File: config.mk
export PLATFORM = sky130hd
export DESIGN_NAME = dhr_scan_remap
export DESIGN_NICKNAME = d
export VERILOG_FILES = /design/src/rtl/dhr_pkg.sv /design/src/rtl/dhr_scan_check.sv /design/src/rtl/dhr_line_map.sv /design/src/rtl/dhr_out_reg.sv /design/src/rtl/dhr_scan_remap.sv
export SDC_FILE = /design/constraint.sdc
export NUM_CORES = 1
export LEC_CHECK = 0
export BUFFER_PORTS_ARGS = -buffer_cell sky130_fd_sc_hd__buf_2
export CELL_PAD_IN_SITES_DETAIL_PLACEMENT = 1
export CELL_PAD_IN_SITES_GLOBAL_PLACEMENT = 2
export CORE_UTILIZATION = 21
export DETAILED_ROUTE_END_ITERATION = 6
export PLACE_DENSITY = 0.78
export SYNTH_ARGS = -nofsm -noshare
export SYNTH_HDL_FRONTEND = slang
export SYNTH_SLANG_ARGS = --single-unit
File: constraint.sdc
create_clock -name clk -period 1 [get_ports clk]
set_input_delay 0 -clock clk [delete_from_list [all_inputs] [get_ports clk]]
set_output_delay 0 -clock clk [all_outputs]
set_load 0.1 [all_outputs]
File: src/rtl/dhr_pkg.sv
package dhr_pkg;

    localparam int unsigned DEF_ROW_LINES = 10;
    localparam int unsigned DEF_UL_LINE   = 8;

    typedef enum logic [1:0] {
        MAP_SINGLE  = 2'd0,
        MAP_DBL_TOP = 2'd1,
        MAP_DBL_BOT = 2'd2
    } map_mode_e;

    // Pick the line mapping from the two mode inputs.
    function automatic map_mode_e decode_mode(input logic dbl_en, input logic bot);
        if (!dbl_en)
            return MAP_SINGLE;
        else if (bot)
            return MAP_DBL_BOT;
        else
            return MAP_DBL_TOP;
    endfunction

endpackage

File: src/rtl/dhr_scan_check.sv
module dhr_scan_check #(
    parameter int unsigned ROW_LINES = dhr_pkg::DEF_ROW_LINES,
    localparam int unsigned LINE_W   = $clog2(ROW_LINES)
) (
    input  logic [LINE_W-1:0] scan_cnt,
    output logic              scan_ok
);
    localparam logic [LINE_W-1:0] LAST_LINE = LINE_W'(ROW_LINES - 1);

    always_comb scan_ok = (scan_cnt <= LAST_LINE);
endmodule

File: src/rtl/dhr_line_map.sv
module dhr_line_map #(
    parameter int unsigned ROW_LINES = dhr_pkg::DEF_ROW_LINES,
    localparam int unsigned LINE_W   = $clog2(ROW_LINES)
) (
    input  dhr_pkg::map_mode_e  mode,
    input  logic [LINE_W-1:0]   scan_cnt,
    output logic [LINE_W-1:0]   mapped_line
);
    import dhr_pkg::*;

    localparam logic [LINE_W-1:0] HALF_OFS = LINE_W'(ROW_LINES / 2);

    logic [LINE_W-1:0] halved;

    always_comb halved = scan_cnt >> 1;

    always_comb begin
        unique case (mode)
            MAP_DBL_TOP: mapped_line = halved;
            MAP_DBL_BOT: mapped_line = halved + HALF_OFS;
            default:     mapped_line = scan_cnt;
        endcase
    end
endmodule

File: src/rtl/dhr_out_reg.sv
module dhr_out_reg #(
    parameter int unsigned ROW_LINES = dhr_pkg::DEF_ROW_LINES,
    parameter int unsigned UL_LINE   = dhr_pkg::DEF_UL_LINE,
    localparam int unsigned LINE_W   = $clog2(ROW_LINES)
) (
    input  logic              clk,
    input  logic              rst,
    input  logic              load,
    input  logic [LINE_W-1:0] next_line,
    output logic [LINE_W-1:0] line_q,
    output logic              ul_q
);
    localparam logic [LINE_W-1:0] UL_CODE = LINE_W'(UL_LINE);

    always_ff @(posedge clk) begin
        if (rst) begin
            line_q <= '0;
            ul_q   <= 1'b0;
        end else if (load) begin
            line_q <= next_line;
            ul_q   <= (next_line == UL_CODE);
        end
    end
endmodule

File: src/rtl/dhr_scan_remap.sv
module dhr_scan_remap #(
    parameter int unsigned ROW_LINES = dhr_pkg::DEF_ROW_LINES,
    parameter int unsigned UL_LINE   = dhr_pkg::DEF_UL_LINE,
    localparam int unsigned LINE_W   = $clog2(ROW_LINES)
) (
    input  logic              clk,
    input  logic              rst,
    input  logic [LINE_W-1:0] scan_cnt,
    input  logic              dbl_high_en,
    input  logic              bottom_sel,
    output logic [LINE_W-1:0] glyph_line,
    output logic              underline_stb
);
    import dhr_pkg::*;

    map_mode_e         mode;
    logic              scan_ok;
    logic [LINE_W-1:0] mapped_line;

    always_comb mode = decode_mode(dbl_high_en, bottom_sel);

    dhr_scan_check #(.ROW_LINES(ROW_LINES)) u_check (
        .scan_cnt (scan_cnt),
        .scan_ok  (scan_ok)
    );

    dhr_line_map #(.ROW_LINES(ROW_LINES)) u_map (
        .mode        (mode),
        .scan_cnt    (scan_cnt),
        .mapped_line (mapped_line)
    );

    dhr_out_reg #(.ROW_LINES(ROW_LINES), .UL_LINE(UL_LINE)) u_out (
        .clk       (clk),
        .rst       (rst),
        .load      (scan_ok),
        .next_line (mapped_line),
        .line_q    (glyph_line),
        .ul_q      (underline_stb)
    );
endmodule

==> Yosys cells after proc, flatten, opt, wreduce, memory -nomap -nowiden <==
Cells that the tools add are included.
{ "totals": {"wordCells": 10, "output_inout_bits": 5, "inputBits": 8, "regBits": 5} }
{ "op_classes": {"order_cmp": 1, "muxes": 3, "add_sub_neg": 1, "eq_ne": 3} }
{ "op_table": {"columns": ["operator", "n"], "rows": [
  ["4-bit one-hot mux with 2 select lines", 1],
  ["3-bit by 3-bit adder with 4-bit output, second input constant", 1],
  ["4-bit equality test, second input constant", 1],
  ["4-bit less-or-equal comparator, second input constant", 1],
  ["2-bit 2-to-1 mux", 2],
  ["2-bit by 1-bit equality test with 1-bit output, second input constant", 1],
  ["2-bit equality test, second input constant", 1]
]} }

==> Longest topological paths before layout <==
{ "logic_depth": {"depth_word": 5, "ltp_mapped": 5, "depth_no_buf": 5} }

==> By module <==
From an unflattened synthesis, not the netlist that was laid out.
{ "hier_totals": {"cells_unflattened": 40, "area_unflattened_um2": 350.3} }
{ "modules_own_cells": {"columns": ["module", "n_inst", "area_each_um2", "cells_each"], "rows": [
  ["dhr_out_reg", 1, 201.4, 18],
  ["dhr_line_map", 1, 127.6, 19],
  ["dhr_scan_remap", 1, 16.3, 2],
  ["dhr_scan_check", 1, 5.0, 1]
]} }

==> Worst setup path before layout <==
OpenSTA, ideal clock, no wires.
{ "synth_path": {"path_kind": "register to register", "from": "reg, netlist name u_out.line_q[3]", "to": "reg u_out.line_q[3]", "arrival_ns": 1.253, "n_path_buf": 0, "path_stages_with_launch": 3, "setup_ns": 0.070, "slack_ns": -0.322, "path_cell_list": "dfxtp_1 > o211ai_1 > a21oi_1"} }
{ "synth_lines": {"columns": ["item", "line_no", "text"], "rows": [
  ["to (signal assigned)", "dhr_out_reg.sv:20", "line_q <= next_line;"],
  ["to (decl)", "dhr_out_reg.sv:10", "output logic [LINE_W-1:0] line_q,"]
]} }

==> Worst setup path after layout <==
{ "layout_path": {"from": "in rst", "to": "reg u_out.ul_q"} }
{ "layout_lines": {"columns": ["item", "line_no", "text"], "rows": [
  ["from (decl)", "dhr_scan_remap.sv:7", "input logic rst,"],
  ["to (signal assigned)", "dhr_out_reg.sv:21", "ul_q <= (next_line == UL_CODE);"],
  ["to (decl)", "dhr_out_reg.sv:11", "output logic ul_q"]
]} }
No word-level cell between the ends.

==> metrics <==
synthesized net count 50; critical path arrival 1.01 ns; Syn. warnings 0; Layout Cells excl Fill 77; antenna diode instance count 0; largest net degree at the start of global routing 11; Slew Viols, Final 0; number of buffers created by CTS 3; Fmax 1140 MHz; post-synthesis adder-cell area fraction 3.69%; switch share 35.1%; top-area cell type share of the netlist area 29.5%; critical path type primary input to flop; Total Routed Length 872 um; Synth Area in Simple Gates 22.1%; reg2reg start u_out.line_q[0]$_SDFFE_PP0P_; worst r2r path cells 2; Starting Density 22.5%; internal power 0.477 mW; Clock Tree Buf Depth 2; clock-pin slew on the worst setup and hold paths 0.04 ns; Syn Inst Count 41; final setup vio count 0; CTS resizes 0; RSZ-0062 raised after global routing no; most frequent cells in the layout nor2_1, buf_2, buf_12, buf_4, dfxtp_2; WHS 0.0867 ns; Via density 4.52; Critical Path Sink u_out.ul_q$_SDFFE_PP0P_; Final HPWL DP 693 um; post-synthesis compound-gate area fraction 28.0%; Distinct cells, synth 23; synthesis-to-finish area growth 64.6%; max_cap viols 0; accumulated negative setup slack 0 ns; share of post-route cells with drive strength above 1 44.3%; Pleak 0.247 nW; area leader, netlist dfxtp_1; num ports 13; Syn Area/Cell 8.27 um^2; status finished clean; pwr/cell area 1320 nW/um^2; number of global-route vias before repair 330; CP max FO 5; Core Rows 14; final cycle utilization of the critical path 87.8%; initial antenna violation count 0; Clk network pwr share 31.4%; area of the core 1510 um^2; Switch Pwr 0.258 mW; Die Width 42.2 um; Synth Area in XOR/XNOR 2.58%; Total GRT Usage 10.4%; TritonCTS Sinks 5; wire per inst 11.3 um; CTS tree built; peak supply drop 0.000562 V; WP data required 1.13 ns; I/O Buffers 12; die area 1780 um^2; first-pass GRT wire length 1460 um; GPL Wtd Cong 0.714; mux contribution to synthesized area 5.90%; Tmin final 0.878 ns; number of H-tree levels 1; slew at the pin closest to its max-slew limit 0.330 ns; CP Launch Type primary input; combinational family with the most area after synthesis compound AO/OA/AOI/OAI gates; Post-CTS Hold Buffers 1; initial DRC count 5; Combinational Power Share 37.4%; post-CTS setup buffers 0; clk root buf clkbuf_4; Rel. slew slack 77.8%; endpoint class of the critical path flop; crit path launch rst; post-synthesis sequential area ratio 29.5%; drt first pass iters 4; Layout Nets 71; R2R Setup Slk 0.31 ns; ranking of synthesized cells by area dfxtp_1, nor2_1, mux2i_1, o41ai_2, a211oi_2; hold crit path type primary input to flop; antenna-violating nets left 0; Seq cells post-synth 5; Clock Skew 0 ns; GR Overflow Total 0; # placed instances 72; Seq pwr share 31.2%; final number of hold-violating endpoints 0; Netlist Area Pre-Place 339 um^2; reg2reg end u_out.line_q[0]$_SDFFE_PP0P_; Clock Latency Late Sink 0.24 ns; DRC 0; via count 348; Die Ht 42.2 um
[worst min path at each step]
stage / start / end / slack, ns / depth (start not counted)
after global placement: rst / u_out.line_q[3]$_SDFFE_PP0P_ / 0.24 / 2
after detailed placement: rst / u_out.line_q[3]$_SDFFE_PP0P_ / 0.25 / 2
after floorplan: rst / u_out.line_q[3]$_SDFFE_PP0P_ / 0.06 / 1
after CTS: scan_cnt[3] / u_out.line_q[3]$_SDFFE_PP0P_ / 0.08 / 3
after global routing: scan_cnt[3] / u_out.line_q[3]$_SDFFE_PP0P_ / 0.12 / 3
final: scan_cnt[3] / u_out.line_q[3]$_SDFFE_PP0P_ / 0.09 / 3
[state kept, by name (all words and copies together) (netlist names)]
name,flops
u_out.line_q,4
u_out.ul_q,1
[per-stage QoR]
step / power, mW / worst slack, ns / instance area, um^2 / util (%)
5_1_grt: 0.773 / 0.0881 / 558 / 37.0
2_1_floorplan: 0.394 / 0.00524 / 345 / -
3_5_place_dp: 0.505 / -0.0399 / 522 / 34.6
3_3_place_gp: 0.503 / -0.0180 / 522 / 34.6
4_1_cts: 0.746 / 0.120 / 558 / 37.0
6_report: 0.735 / 0.122 / 558 / 37.0
[cell usage after synthesis]
cell / instances
nor2_1: 7
dfxtp_1: 5
inv_1: 3
a21oi_1: 2
mux2i_1: 2
nand2_1: 2
nand3_1: 2
nor2b_1: 2
o21ai_0: 2
a211oi_1: 1
a211oi_2: 1
a32oi_1: 1
buf_2: 1
buf_6: 1
ha_1: 1
nand3b_1: 1
nand4bb_1: 1
o211ai_1: 1
o21a_1: 1
o221ai_1: 1
o22ai_1: 1
o41ai_2: 1
xor2_1: 1
[metal layers]
layer / share of wire [%] / GRT usage [%] / vias to the layer above
li1: - / - / 189
met4: 0 / 5.63 / 0
met3: 6.1 / 2.59 / 0
met5: 0 / 0 / -
met2: 39 / 13.5 / 12
met1: 55 / 15.3 / 147
[cell families after synthesis]
family / after synthesis
AO/OA/AOI/OAI: 12
XOR/XNOR: 1
adder cells (fa/ha/maj): 1
buffers and inverters: 5
flip-flops: 5
multiplexers: 2
AND/OR/NAND/NOR: 15
[cell type report]
class / count / area, um^2
timing repair buffer: 18 / 183
inverter: 3 / 11.3
tap: 16 / 20.0
sequential: 5 / 106
clock buffer: 4 / 26.3
fill: 179 / 948
multi-input combinational: 31 / 211
[power groups by stage]
stage / combinational, mW / sequential, mW / clock [mW]
5_1_grt: 0.292 / 0.231 / 0.250
4_1_cts: 0.276 / 0.230 / 0.240
3_3_place_gp: 0.271 / 0.233 / 0
3_5_place_dp: 0.272 / 0.233 / 0
6_report: 0.275 / 0.229 / 0.231
2_1_floorplan: 0.0764 / 0.317 / 0
[worst max-delay path, cell delays in order]
cell           delay, ns
dlygate4sd3_1       0.53
buf_2               0.16
o41ai_2             0.32
Note: power is estimated with default switching activity, not from simulation.
